`config.mk`:
```
export PLATFORM = sky130hd
export DESIGN_NAME = ctlport_top
export DESIGN_NICKNAME = d
export VERILOG_FILES = /design/src/rtl/ctlport_pkg.sv /design/src/rtl/ctlport_sync.sv /design/src/rtl/ctlport_shift.sv /design/src/rtl/ctlport_regs.sv /design/src/rtl/ctlport_top.sv
export SDC_FILE = /design/constraint.sdc
export NUM_CORES = 1
export LEC_CHECK = 0
export BUFFER_PORTS_ARGS = -buffer_cell sky130_fd_sc_hd__buf_2
export CORE_MARGIN = 4
export CORE_UTILIZATION = 40
export DETAILED_ROUTE_END_ITERATION = 8
export PLACE_DENSITY = 0.67
export SYNTH_ARGS = -nofsm -noshare
export SYNTH_HDL_FRONTEND = slang
export SYNTH_SLANG_ARGS = --single-unit
```
`constraint.sdc`:
```
create_clock -name clk -period 4.9 [get_ports clk]
set_input_delay 0.98 -clock clk [delete_from_list [all_inputs] [get_ports clk]]
set_output_delay 0.98 -clock clk [all_outputs]
set_load 0.1 [all_outputs]
```
`src/rtl/ctlport_pkg.sv`:
```
package ctlport_pkg;

    typedef enum logic [1:0] {
        ST_EMPTY = 2'd0,
        ST_LOAD  = 2'd1,
        ST_FULL  = 2'd2,
        ST_OVER  = 2'd3
    } shf_state_t;

    localparam int ADR_FMT      = 0;
    localparam int ADR_MUTE     = 1;
    localparam int ADR_VOL_BASE = 2;
    localparam int ADR_SYS      = 8;

endpackage

```
`src/rtl/ctlport_sync.sv`:
```
module ctlport_sync (
    input  logic clk,
    input  logic rst_n,
    input  logic sclk_in,
    input  logic sdat_in,
    input  logic lat_in,
    output logic bit_stb,
    output logic bit_val,
    output logic lat_stb
);
    logic [2:0] now_q;
    logic [1:0] old_q;

    always_ff @(posedge clk or negedge rst_n) begin
        if (!rst_n) begin
            now_q <= '0;
            old_q <= '0;
        end else begin
            now_q <= {lat_in, sdat_in, sclk_in};
            old_q <= {now_q[2], now_q[0]};
        end
    end

    assign bit_stb = now_q[0] & ~old_q[0];
    assign bit_val = now_q[1];
    assign lat_stb = now_q[2] & ~old_q[1];

endmodule

```
`src/rtl/ctlport_shift.sv`:
```
module ctlport_shift
    import ctlport_pkg::*;
#(
    parameter int WORD_W = 16
) (
    input  logic              clk,
    input  logic              rst_n,
    input  logic              bit_stb,
    input  logic              bit_val,
    input  logic              lat_stb,
    output logic              word_vld,
    output logic [WORD_W-1:0] word
);
    localparam int CNT_W = $clog2(WORD_W + 2);
    localparam logic [CNT_W-1:0] CNT_FULL = CNT_W'(WORD_W);
    localparam logic [CNT_W-1:0] CNT_TOP  = CNT_W'(WORD_W + 1);

    shf_state_t       state, state_nx;
    logic [CNT_W-1:0] cnt;
    logic [WORD_W-1:0] sh;

    always_ff @(posedge clk or negedge rst_n) begin
        if (!rst_n) state <= ST_EMPTY;
        else        state <= state_nx;
    end

    always_comb begin
        state_nx = state;
        unique case (state)
            ST_EMPTY: if (lat_stb) state_nx = ST_EMPTY;
                      else if (bit_stb) state_nx = (WORD_W == 1) ? ST_FULL : ST_LOAD;
            ST_LOAD:  if (lat_stb) state_nx = ST_EMPTY;
                      else if (bit_stb && cnt == CNT_FULL - 1'b1) state_nx = ST_FULL;
            ST_FULL:  if (lat_stb) state_nx = ST_EMPTY;
                      else if (bit_stb) state_nx = ST_OVER;
            ST_OVER:  if (lat_stb) state_nx = ST_EMPTY;
            default:  state_nx = ST_EMPTY;
        endcase
    end

    always_comb begin
        word_vld = lat_stb && (state == ST_FULL);
        word     = sh;
    end

    always_ff @(posedge clk or negedge rst_n) begin
        if (!rst_n) begin
            cnt <= '0;
            sh  <= '0;
        end else if (lat_stb) begin
            cnt <= '0;
        end else if (bit_stb) begin
            sh <= {sh[WORD_W-2:0], bit_val};
            if (cnt != CNT_TOP) cnt <= cnt + 1'b1;
        end
    end

    p_full_count_r4: assert property (@(posedge clk) disable iff (!rst_n)
        (state == ST_FULL) |-> (cnt == CNT_FULL));
    p_load_count_r1: assert property (@(posedge clk) disable iff (!rst_n)
        (state == ST_LOAD) |-> (cnt != '0 && cnt < CNT_FULL));
    p_clear_on_latch_r4: assert property (@(posedge clk) disable iff (!rst_n)
        lat_stb |=> (cnt == '0 && state == ST_EMPTY));
    p_cnt_cap_r4: assert property (@(posedge clk) disable iff (!rst_n)
        cnt <= CNT_TOP);

endmodule

```
`src/rtl/ctlport_regs.sv`:
```
module ctlport_regs
    import ctlport_pkg::*;
#(
    parameter int WORD_W  = 16,
    parameter int ADDR_W  = 4,
    parameter int DATA_W  = 10,
    parameter int NUM_VOL = 6
) (
    input  logic                      clk,
    input  logic                      rst_n,
    input  logic                      commit,
    input  logic [WORD_W-1:0]         word,
    output logic [1:0]                deemph_sel,
    output logic [2:0]                ser_fmt,
    output logic [1:0]                word_len,
    output logic [1:0]                interp_sel,
    output logic                      pwr_down,
    output logic [NUM_VOL-1:0]        mute_ch,
    output logic                      replicate,
    output logic [1:0]                mclk_ratio,
    output logic                      zero_pol,
    output logic [NUM_VOL*DATA_W-1:0] vol_flat
);
    localparam int RSV_W = WORD_W - ADDR_W - DATA_W;

    logic [ADDR_W-1:0] adr;
    logic [DATA_W-1:0] dat;
    logic [DATA_W-1:0] fmt_r, mute_r, sys_r;
    logic              pd_act;

    assign adr = word[WORD_W-1 -: ADDR_W];
    assign dat = word[DATA_W-1:0];

    logic unused_bits;
    assign unused_bits = ^{word[DATA_W +: RSV_W], mute_r[DATA_W-1:NUM_VOL],
                           sys_r[DATA_W-1:6], sys_r[1:0]};

    always_ff @(posedge clk or negedge rst_n) begin
        if (!rst_n) begin
            fmt_r  <= '0;
            mute_r <= '0;
            sys_r  <= '0;
            pd_act <= 1'b0;
        end else if (commit) begin
            pd_act <= fmt_r[2];
            if (adr == ADDR_W'(ADR_FMT))  fmt_r  <= dat;
            if (adr == ADDR_W'(ADR_MUTE)) mute_r <= dat;
            if (adr == ADDR_W'(ADR_SYS))  sys_r  <= dat;
        end
    end

    for (genvar g = 0; g < NUM_VOL; g++) begin : g_vol
        logic [DATA_W-1:0] vol_r;
        always_ff @(posedge clk or negedge rst_n) begin
            if (!rst_n)
                vol_r <= '1;
            else if (commit && adr == ADDR_W'(ADR_VOL_BASE + g))
                vol_r <= dat;
        end
        assign vol_flat[g*DATA_W +: DATA_W] = vol_r;
    end

    assign deemph_sel = fmt_r[9:8];
    assign ser_fmt    = fmt_r[7:5];
    assign word_len   = fmt_r[4:3];
    assign interp_sel = fmt_r[1:0];
    assign pwr_down   = pd_act;
    assign mute_ch    = mute_r[NUM_VOL-1:0];
    assign replicate  = sys_r[5];
    assign mclk_ratio = sys_r[4:3];
    assign zero_pol   = sys_r[2];

    p_hold_r10: assert property (@(posedge clk) disable iff (!rst_n)
        !commit |=> $stable({fmt_r, mute_r, sys_r, pd_act, vol_flat}));
    p_pd_source_r9: assert property (@(posedge clk) disable iff (!rst_n)
        !$stable(pd_act) |-> $past(commit));
    p_pd_value_r9: assert property (@(posedge clk) disable iff (!rst_n)
        !$stable(pd_act) |-> (pd_act == $past(fmt_r[2])));
    p_vol_reset_r5: assert property (@(posedge clk) disable iff (!rst_n)
        $past(!rst_n) |-> (&vol_flat));

endmodule

```
`src/rtl/ctlport_top.sv`:
```
module ctlport_top #(
    parameter int WORD_W  = 16,
    parameter int ADDR_W  = 4,
    parameter int DATA_W  = 10,
    parameter int NUM_VOL = 6
) (
    input  logic                      clk,
    input  logic                      rst_n,
    input  logic                      ctl_sclk,
    input  logic                      ctl_sdat,
    input  logic                      ctl_latch,
    output logic [1:0]                deemph_sel,
    output logic [2:0]                ser_fmt,
    output logic [1:0]                word_len,
    output logic [1:0]                interp_sel,
    output logic                      pwr_down,
    output logic [NUM_VOL-1:0]        mute_ch,
    output logic                      replicate,
    output logic [1:0]                mclk_ratio,
    output logic                      zero_pol,
    output logic [NUM_VOL*DATA_W-1:0] vol_flat
);
    logic              bit_stb, bit_val, lat_stb, word_vld;
    logic [WORD_W-1:0] word;

    ctlport_sync u_sync (
        .clk     (clk),
        .rst_n   (rst_n),
        .sclk_in (ctl_sclk),
        .sdat_in (ctl_sdat),
        .lat_in  (ctl_latch),
        .bit_stb (bit_stb),
        .bit_val (bit_val),
        .lat_stb (lat_stb)
    );

    ctlport_shift #(.WORD_W(WORD_W)) u_shift (
        .clk      (clk),
        .rst_n    (rst_n),
        .bit_stb  (bit_stb),
        .bit_val  (bit_val),
        .lat_stb  (lat_stb),
        .word_vld (word_vld),
        .word     (word)
    );

    ctlport_regs #(
        .WORD_W (WORD_W),
        .ADDR_W (ADDR_W),
        .DATA_W (DATA_W),
        .NUM_VOL(NUM_VOL)
    ) u_regs (
        .clk        (clk),
        .rst_n      (rst_n),
        .commit     (word_vld),
        .word       (word),
        .deemph_sel (deemph_sel),
        .ser_fmt    (ser_fmt),
        .word_len   (word_len),
        .interp_sel (interp_sel),
        .pwr_down   (pwr_down),
        .mute_ch    (mute_ch),
        .replicate  (replicate),
        .mclk_ratio (mclk_ratio),
        .zero_pol   (zero_pol),
        .vol_flat   (vol_flat)
    );

endmodule

```
==> results by group, run 1 <==
CTS
  – Sink Count: 109
  – Clock buffer depth: 2
  – # resized after CTS: 0
  – Clock root buffer: clkbuf_8
  – CTS tree: built
  – H-tree depth: 3
  – Clk Latency, worst-skew pair: 360 ps
  – Clk pin slew, worst setup/hold paths: 100 ps
  – Setup Buffers After CTS: 0
  – Hold Buf Count CTS: 0
  – CTS Buf Count: 9

Power and ir drop
  – Leak: 2.52 nW
  – Clock share of power: 31.3%
  – Switching Share: 26.5%
  – VDD IR max: 0.169 mV
  – Share of power burned in registers: 62.7%
  – PD cells: about 340 mW/mm^2
  – Int Pwr: ~1.3 mW
  – Total Power: 1.72 mW
  – Psw: 0.456 mW
  – Logic pwr share: under 10%

Global routing
  – Met2 Track Usage GR: 23.4%
  – Initial antenna violation count: 0
  – Met1 usage: 20.6%
  – All-layer global routing usage: 15.1%
  – Met3 usage: 4.19%
  – First-pass GRT wire length: 14,800 um
  – Largest net degree at the start of global routing: 60
  – Gr busiest metal: met2
  – Vias in the first global route: around 2,600
  – Total gr overflow: 0

Setup path
  – R2R depth: 3
  – Crit path kind: flop to output pin
  – CP top delay family: flip-flops
  – CP endpoint kind: output pin
  – Crit Path Max Fanout: 2
  – Worst EP required: roughly 3900 ps
  – Cell Chain, Critical Path: buf_2
  – Reg2Reg Launch Point: u_sync.old_q[1]$_DFF_PN0_
  – CP Buf/Inv Count: 1
  – CP max stage cell: dfstp_2
  – Worst Path Arrival: 1340 ps
  – R2r endpoint: u_regs.g_vol[0].vol_r[3]$_DFFE_PN1P_
  – R2r setup slk: 2600 ps
  – Startpoint Class: flop
  – Max stage delay on crit path: 550 ps

Floorplan
  – # IOs: 85
  – Row cnt: 38
  – Die Y: around 110 um
  – Chip width: ~110 um
  – Core area: around 0.011 mm^2
  – Starting Density: 41.0%
  – Full die area: 0.0129 mm^2

Route
  – Vias per cell: 4.98
  – DRC violation total after the first TritonRoute iteration: just over 90
  – Detailed Routing Iterations Pass 1: 4
  – DRC: 0
  – Via count: 2,454
  – WL final: 9090 um
  – Routed WL per cell: around 18 um
  – Final antenna-violating net count: 0

Synth
  – Yosys top cell by area: dfstp_2
  – Post-synthesis net count: approximately 290
  – Flops & latches, synth: 109
  – Most frequent cell after synthesis: mux2_2
  – Synth Instances: 278
  – Ys async rst share: 100%
  – Mean area per synthesized cell: 16.0 um^2
  – Post-synth top area share: approximately 35%
  – Yosys warnings: 0
  – Cells taking the most area after synthesis: dfstp_2, dfrtp_1, mux2_2, mux2_4, buf_4
  – Sequential fraction of the synthesis area: a little over three fifths
  – Synthesized area: approximately 0.0045 mm^2
  – Synth unique cells: 34
  – EDFF count, synth: 0
  – Main synth FF type: dfstp_2
  – Synth top cells by count: mux2_2, dfstp_2, dfrtp_1, buf_4, mux2_4

Worst hold path
  – Hold Path Sink: u_sync.old_q[0]$_DFF_PN0_
  – Hold crit path type: flop to flop
  – Hold Path Origin: u_sync.now_q[0]$_DFF_PN0_
  – Hold Path Depth: 0

Finish
  – # fillers: between 900 and 1,000
  – Share of cells above drive strength 1: 74.5%
  – # diodes: 0
  – Final Util: 46.7%
  – Final cell count without fillers: around 500
  – Area Growth Syn to Fin: 14.0%
  – NumNets Final: ~360

STA
  – TNS Setup: 0 ps
  – Worst slew pin tran: 811 ps
  – Max-slew violation count: 0
  – Max Clk Rate: 431 MHz
  – Final Critical Period: 2320 ps
  – Tcrit/Tclk final: 47.3%
  – RSZ-0062 raised after global routing: false
  – Slew HR: 45.7%
  – Final setup viols: 0
  – Worst setup margin: 2580 ps
  – Worst Skew: 7.95 ps
  – Fin. Hold Viols: 0

Placed design
  – Pre-CTS setup slack: 2600 ps
  – Port Buffer Count: 84
  – Placed cells: roughly 480
  – Gpl congestion: 0.729
  – HPWL after detailed placement: 6150 um

Status
  – Status: finished clean

Job
  – Max-capacitance violation count: 0
[worst max-delay path by stage]
stage,cells past startpoint,end,startpoint
after CTS,1,vol_flat[35],u_regs.g_vol[3].vol_r[5]$_DFFE_PN1P_
final,1,vol_flat[35],u_regs.g_vol[3].vol_r[5]$_DFFE_PN1P_
after floorplan,0,pwr_down,u_regs.pwr_down$_DFFE_PN0P_
after global routing,3,u_regs.g_vol[0].vol_r[4]$_DFFE_PN1P_,u_sync.old_q[1]$_DFF_PN0_
after detailed placement,3,u_regs.g_vol[0].vol_r[3]$_DFFE_PN1P_,u_sync.old_q[1]$_DFF_PN0_
after global placement,3,u_regs.g_vol[0].vol_r[8]$_DFFE_PN1P_,u_sync.old_q[1]$_DFF_PN0_
[power by group through the flow]
stage,Clock (mW),Sequential [mW],Combinational (mW)
after floorplan,0,1.01,0.126
after global placement,0,1.10,0.101
after detailed placement,0,1.10,0.106
after CTS,0.558,1.09,0.107
after global routing,0.595,1.10,0.119
final,0.538,1.08,0.104
[final cells by class]
class	instances	area, um^2	area share, %
inverters	4	15.0	0.295
repair buffers	85	430	8.46
well taps	140	175	3.44
clock buffers	12	145	2.85
multi-input cells	139	1470	28.9
clock inverters	4	46.3	0.910
flip-flops and latches	109	2800	55.1
[stage by stage]
| stage | instance area, um^2 | hold slack, ps |
|---|---|---|
| floorplan | 4460 | 368 |
| global placement | 4890 | 384 |
| detailed placement | 4890 | 394 |
| CTS | 5080 | 409 |
| global route | 5080 | 431 |
| finish | 5080 | 408 |
[cell families (layout without fill, tap and decap cells)]
| kind of cell | after synthesis | count (layout) | share of synthesized area (%) |
|---|---|---|---|
| flip-flops | 109 | 109 | 62.8 |
| multiplexers | 97 | 97 | 25.3 |
| AND/OR/NAND/NOR | 30 | 30 | 5.44 |
| buffers and inverters | 30 | 105 | 4.23 |
| AO/OA/AOI/OAI | 9 | 9 | 1.35 |
| adder cells (fa/ha/maj) | 3 | 3 | 0.841 |
[per-layer routing]
metal,vias to the layer above,wire (um)
li1,1110,-
met1,1278,4060
met2,58,4410
met3,8,504
met4,0,124
met5,-,0
[registers in the layout, indices dropped and copies added (netlist names)]
| name | cells |
|---|---|
| u_regs.g_vol.vol_r | 60 |
| u_shift.cnt | 5 |
| u_regs.sys_r | 4 |
| u_regs.fmt_r | 10 |
| u_sync.now_q | 3 |
| u_sync.old_q | 2 |
| u_shift.word | 16 |
| u_shift.state | 2 |
| u_regs.mute_r | 6 |
| u_regs.pwr_down | 1 |
[layout by cell type (no fill, tap or decap), types with 4 or more instances in the layout]
master / count
mux2_2: 87
buf_2: 83
dfstp_2: 60
dfrtp_1: 49
mux2_4: 10
clkbuf_8: 10
inv_1: 4
nand4b_1: 4
Note: power is estimated with default switching activity, not from simulation.
==> run 2: changes to the inputs <==
Clock period 4.9 ns to 2.2 ns, I/O delays scaled along.
==> run 2 against run 1 <==
Total power increased by 120%. Critical path type is now flop to flop. Utilization rose by 0.49 points. Sequential power increased by 120%.
==> results by group, run 2 (synthesized netlist as in run 1, its figures left out) <==
Status
  – Status: finished clean

Global routing
  – Initial antenna violation count: 0
  – First-pass GRT wire length: 14,300 um
  – Vias in the first global route: 2,519
  – All-layer global routing usage: between 10% and 20%
  – Gr busiest metal: met2
  – Largest net degree at the start of global routing: 46
  – Met2 Track Usage GR: 21.9%
  – Total gr overflow: 0
  – Met3 usage: under 10%
  – Met1 usage: between 20% and 30%

Placed design
  – Placed instance area: 0.00496 mm^2
  – Port Buffer Count: between 80 and 90
  – HPWL after detailed placement: 6140 um
  – Gpl congestion: 0.697

Route
  – WL final: 8960 um
  – Via count: 2,461
  – DRC: 0
  – Routed WL per cell: ~18 um
  – DRC violation total after the first TritonRoute iteration: 118
  – Final antenna-violating net count: 0
  – Vias per cell: 4.92
  – Detailed Routing Iterations Pass 1: 4

Floorplan
  – Starting Density: 41.0%
  – Die Y: 114 um
  – Row cnt: 38
  – Chip width: 114 um
  – Full die area: 0.0129 mm^2
  – # IOs: 85
  – Core area: 0.0109 mm^2

CTS
  – Sink Count: 109
  – Setup Buffers After CTS: 0
  – H-tree depth: 3
  – Hold Buf Count CTS: 0
  – CTS Buf Count: 9
  – Clk Latency, worst-skew pair: around 360 ps
  – Clock root buffer: clkbuf_8
  – # resized after CTS: 0
  – Clk pin slew, worst setup/hold paths: 100 ps
  – Clock buffer depth: 2
  – CTS tree: built

Worst hold path
  – Hold crit path type: input pin to async pin

Setup path
  – Cell Chain, Critical Path: and4bb_1, and4bb_1, buf_4, mux2_4
  – CP endpoint kind: flop
  – Worst EP required: 2460 ps
  – Crit path kind: flop to flop
  – R2R depth: 4
  – CP Buf/Inv Count: 1
  – Max stage delay on crit path: 540 ps
  – CP max stage cell: and4bb_1
  – Crit Path Max Fanout: 10
  – R2r setup slk: 350 ps
  – CP top delay family: simple AND/OR/NAND/NOR gates
  – Worst Path Arrival: roughly 2100 ps
  – Most used cell, CP: and4bb_1
  – Startpoint Class: flop
  – Instance count on the critical path: 4

STA
  – TNS Setup: 0 ps
  – Worst Skew: 11.7 ps
  – Tcrit/Tclk final: 84.1%
  – Final setup viols: 0
  – Worst slew pin tran: 646 ps
  – Max-slew violation count: 0
  – Final Critical Period: 1850 ps
  – Slew HR: 56.8%
  – Max Clk Rate: 541 MHz
  – Fin. Hold Viols: 0
  – RSZ-0062 raised after global routing: false

Finish
  – # fillers: 1,003
  – Area Growth Syn to Fin: 15.2%
  – Share of cells above drive strength 1: around 75%
  – Most common cell after layout, fill and taps aside: mux2_2
  – NumNets Final: 363
  – Post-route cell area: 0.00514 mm^2
  – Max reg flops: 60
  – # diodes: 0
  – Top reg by flops: u_regs.g_vol.vol_r
  – Final Util: 47.2%
  – Commonest non-fill, non-tap cells in the layout: mux2_2, buf_2, dfstp_2

Job
  – Max-capacitance violation count: 0

Power and ir drop
  – VDD IR max: between 0.3 and 0.4 mV
  – Leak: 2.55 nW
  – PD cells: 736 mW/mm^2
  – Total Power: 3.78 mW
## run 2: layout make-up
cell class / count / area, um^2 / share of cell area, %
clock buffers: 12 / 156 / 3.04
clock inverters: 4 / 23.8 / 0.463
inverters: 4 / 15.0 / 0.292
multi-input cells: 139 / 1470 / 28.6
flip-flops and latches: 109 / 2800 / 54.5
well taps: 140 / 175 / 3.41
repair buffers: 92 / 495 / 9.64
## run 2: final timing paths
path	startpoint	to
max	u_sync.old_q[1]$_DFF_PN0_	u_regs.fmt_r[1]$_DFFE_PN0P_
min	rst_n	u_sync.old_q[1]$_DFF_PN0_
max reg2reg	u_sync.old_q[1]$_DFF_PN0_	u_regs.fmt_r[1]$_DFFE_PN0P_
min reg2reg	u_sync.now_q[0]$_DFF_PN0_	u_sync.old_q[0]$_DFF_PN0_
max in group asynchronous	rst_n	u_regs.g_vol[0].vol_r[7]$_DFFE_PN1P_
min in group clk	ctl_sdat	u_sync.now_q[1]$_DFF_PN0_
## run 2: metrics by stage
stage	hold slack, ps	instances	worst slack [ps]
4_1_cts	27.5	500	340
3_5_place_dp	395	484	362
5_1_grt	39.2	500	249
2_1_floorplan	144	278	644
3_3_place_gp	385	484	389
6_report	32.0	500	350
## run 2: metal layers
metal	routed length (um)	up-vias
met3	496	8
met5	0	-
met2	4250	62
met1	4100	1260
met4	110	0
li1	-	1131
## run 2: where the power goes
group          total [mW]  switching [mW]  internal, mW  leakage, nW
clock                1.13           0.647         0.479       0.0952
combinational       0.238           0.103         0.135         1.19
sequential           2.42           0.288          2.13         1.27
total                3.78            1.04          2.74         2.55
==> run 3: changes to the inputs <==
Settings changed: ABC_AREA set to 1, PLACE_DENSITY 0.67 to 0.69.
Clock period 2.2 ns to 1.7 ns, I/O delays scaled along.
==> run 3 against run 2 <==
Hold slack gained 84 ps. Via count increased by 31%. Final area increased by 2.4%. Critical path type is now flop to output pin. Critical endpoint is now vol_flat[21]. Largest cell class unchanged.
==> results by group, run 3 <==
Status
  – Status: finished clean

Floorplan
  – Full die area: approximately 0.013 mm^2
  – # IOs: 85
  – Die Y: 114 um
  – Starting Density: slightly above 40%
  – Row cnt: 38
  – Core area: 0.0109 mm^2
  – Chip width: 114 um

Synth
  – Yosys warnings: 0
  – Cells taking the most area after synthesis: dfstp_2, dfrtp_1, nand2_1, o21ai_1, o21ai_2
  – EDFF count, synth: 0
  – Most frequent cell after synthesis: nand2_1
  – Synthesized area: 0.00451 mm^2
  – Synth unique cells: 25
  – Yosys top cell by area: dfstp_2
  – Synth top cells by count: nand2_1, dfstp_2, dfrtp_1, o21ai_1, o21ai_0
  – Post-synth top area share: 35.0%
  – Sequential fraction of the synthesis area: 62.2%
  – Synth Instances: 439
  – Main synth FF type: dfstp_2
  – Mean area per synthesized cell: approximately 10 um^2
  – Ys async rst share: 100%
  – Post-synthesis net count: 447
  – Flops & latches, synth: around 110

STA
  – Fin. Hold Viols: 0
  – Final setup viols: 0
  – Final Critical Period: 1650 ps
  – Max-slew violation count: 0
  – Worst Skew: 6.96 ps
  – Fin Hold WS: roughly 120 ps
  – RSZ-0062 raised after global routing: false
  – Tcrit/Tclk final: 97.1%
  – Worst slew pin tran: 556 ps
  – Slew HR: 62.9%
  – TNS Setup: 0 ps
  – Max Clk Rate: 606 MHz

Setup path
  – Critical Path Start: u_regs.g_vol[2].vol_r[1]$_DFFE_PN1P_
  – Startpoint Class: flop
  – CP top delay family: flip-flops
  – R2r setup slk: 190 ps
  – R2r endpoint: u_regs.fmt_r[6]$_DFFE_PN0P_
  – Worst Path Arrival: 1310 ps
  – Worst EP required: ~1400 ps
  – Reg2Reg Launch Point: u_shift.word[14]$_DFFE_PN0P_
  – Crit path kind: flop to output pin
  – R2R depth: 6
  – CP max stage cell: dfstp_2
  – Cell Chain, Critical Path: buf_2
  – Crit Path Max Fanout: 2
  – CP endpoint kind: output pin
  – CP Buf/Inv Count: 1
  – Max stage delay on crit path: 540 ps

Power and ir drop
  – PD cells: 1040 mW/mm^2
  – Psw: 1.45 mW
  – Switching Share: between 20% and 30%
  – Leak: 2.60 nW
  – Logic pwr share: 9.9%
  – Clock share of power: 39.1%
  – VDD IR max: 0.565 mV
  – Share of power burned in registers: between 50% and 60%
  – Int Pwr: 4.00 mW

Finish
  – Commonest non-fill, non-tap cells in the layout: nand2_1, buf_2, dfstp_2
  – Multi-input logic area: roughly 0.0014 mm^2
  – Register area: 0.00280 mm^2
  – # fillers: 1,049
  – Top reg by flops: u_regs.g_vol.vol_r
  – # diodes: 0
  – Most common cell after layout, fill and taps aside: nand2_1
  – Area Growth Syn to Fin: 16.7%
  – Share of cells above drive strength 1: 38.7%
  – Max reg flops: 60
  – NumNets Final: between 500 and 600

CTS
  – Sink Count: 109
  – CTS Buf Count: 9
  – Clk Latency, worst-skew pair: 340 ps
  – Clk pin slew, worst setup/hold paths: 70 ps
  – Clock root buffer: clkbuf_16
  – H-tree depth: 3
  – Setup Buffers After CTS: 0
  – Clock buffer depth: 2
  – # resized after CTS: 0
  – CTS tree: built

Global routing
  – Largest net degree at the start of global routing: 40
  – All-layer global routing usage: approximately 16%
  – Initial antenna violation count: 0
  – First-pass GRT wire length: 16,100 um
  – Vias in the first global route: 3,092
  – Total gr overflow: 0

Route
  – Detailed Routing Iterations Pass 1: 5
  – Final antenna-violating net count: 0
  – Routed WL per cell: 15.2 um
  – Via count: 3,224
  – DRC: 0
  – WL final: roughly 10000 um
  – Vias per cell: 4.89
  – DRC violation total after the first TritonRoute iteration: 240

Worst hold path
  – Hold Path Sink: u_sync.now_q[1]$_DFF_PN0_
  – Hold crit path type: input pin to flop
  – Hold Path Origin: ctl_sdat
  – Hold Path Depth: 1

Placed design
  – HPWL after detailed placement: 6900 um
  – Port Buffer Count: 84
  – Gpl congestion: 0.768

Job
  – Max-capacitance violation count: 0
[run 3: cell types whose count changed in the layout (fill, tap and decap cells not counted), moves of 4 or more]
| cell | before | now |
|---|---|---|
| nand2_1 | 2 | 130 |
| mux2_2 | 87 | 0 |
| o21ai_1 | 0 | 37 |
| o21ai_0 | 2 | 30 |
| inv_1 | 4 | 26 |
| o21ai_2 | 0 | 19 |
| nand3_1 | 2 | 20 |
| nor2_1 | 3 | 17 |
| mux2_4 | 10 | 0 |
| clkbuf_16 | 1 | 9 |
| clkbuf_8 | 9 | 1 |
| nand2_4 | 0 | 6 |
| nand4b_1 | 4 | 0 |
[run 3: how the worst max path moves through the flow]
stage                                        end  slack (ps)  cells after the start
global placement      u_shift.cnt[4]$_DFFE_PN0P_         360                      7
floorplan           u_shift.state[1]$_DFFE_PN0P_         410                      8
global route                        vol_flat[21]          10                      1
finish                              vol_flat[21]          50                      1
CTS                                 vol_flat[39]          30                      1
detailed placement   u_regs.fmt_r[6]$_DFFE_PN0P_         220                      5
[run 3: routing by layer]
layer | global-route usage (%) | part of all wire, % | vias to the layer above
li1 | - | - | 1551
met3 | 3.59 | 6.5 | 10
met4 | 5.78 | 1.2 | 0
met2 | 25.8 | 49 | 94
met1 | 21.2 | 43 | 1569
met5 | 0 | 0 | -
[run 3: final cells by class]
cell class | count | share of cell area [%]
inverters | 27 | 1.93
repair buffers | 93 | 9.85
flip-flops and latches | 109 | 53.3
well taps | 140 | 3.33
multi-input cells | 274 | 25.7
clock buffers | 10 | 4.54
clock inverters | 6 | 1.33
[run 3: power groups by stage]
stage                     sequential [mW]  combinational, mW  clock [mW]
after global routing                 2.80              0.608        2.32
after global placement               2.82              0.538           0
after CTS                            2.78              0.549        2.19
after floorplan                      2.80              0.297           0
after detailed placement             2.82              0.545           0
final                                2.78              0.537        2.13
[run 3: stage by stage]
step           power [mW]  instances  utilization (%)  setup slack (ps)  area (um^2)
2_1_floorplan        3.10        439                -               414         4510
3_3_place_gp         3.36        642             45.2               358         4940
3_5_place_dp         3.37        642             45.2               223         4940
4_1_cts              5.52        659             48.1              33.4         5260
5_1_grt              5.72        659             48.1              10.8         5260
6_report             5.45        659             48.1              49.5         5260
[run 3: what timing repair did]
action | 4_1_cts | 5_1_grt
endpoints found under the setup margin | 0 | 0
hold buffers | 1 | 0
endpoints found under the hold margin | 22 | 0
[run 3: logic make-up after synthesis]
| kind of cell | share of synthesized area [%] |
|---|---|
| simple gates | 17.7 |
| flops | 62.2 |
| fa+ha+maj | 0.833 |
| buf+inv | 7.80 |
| xor+xnor | 0.194 |
| compound gates | 11.4 |
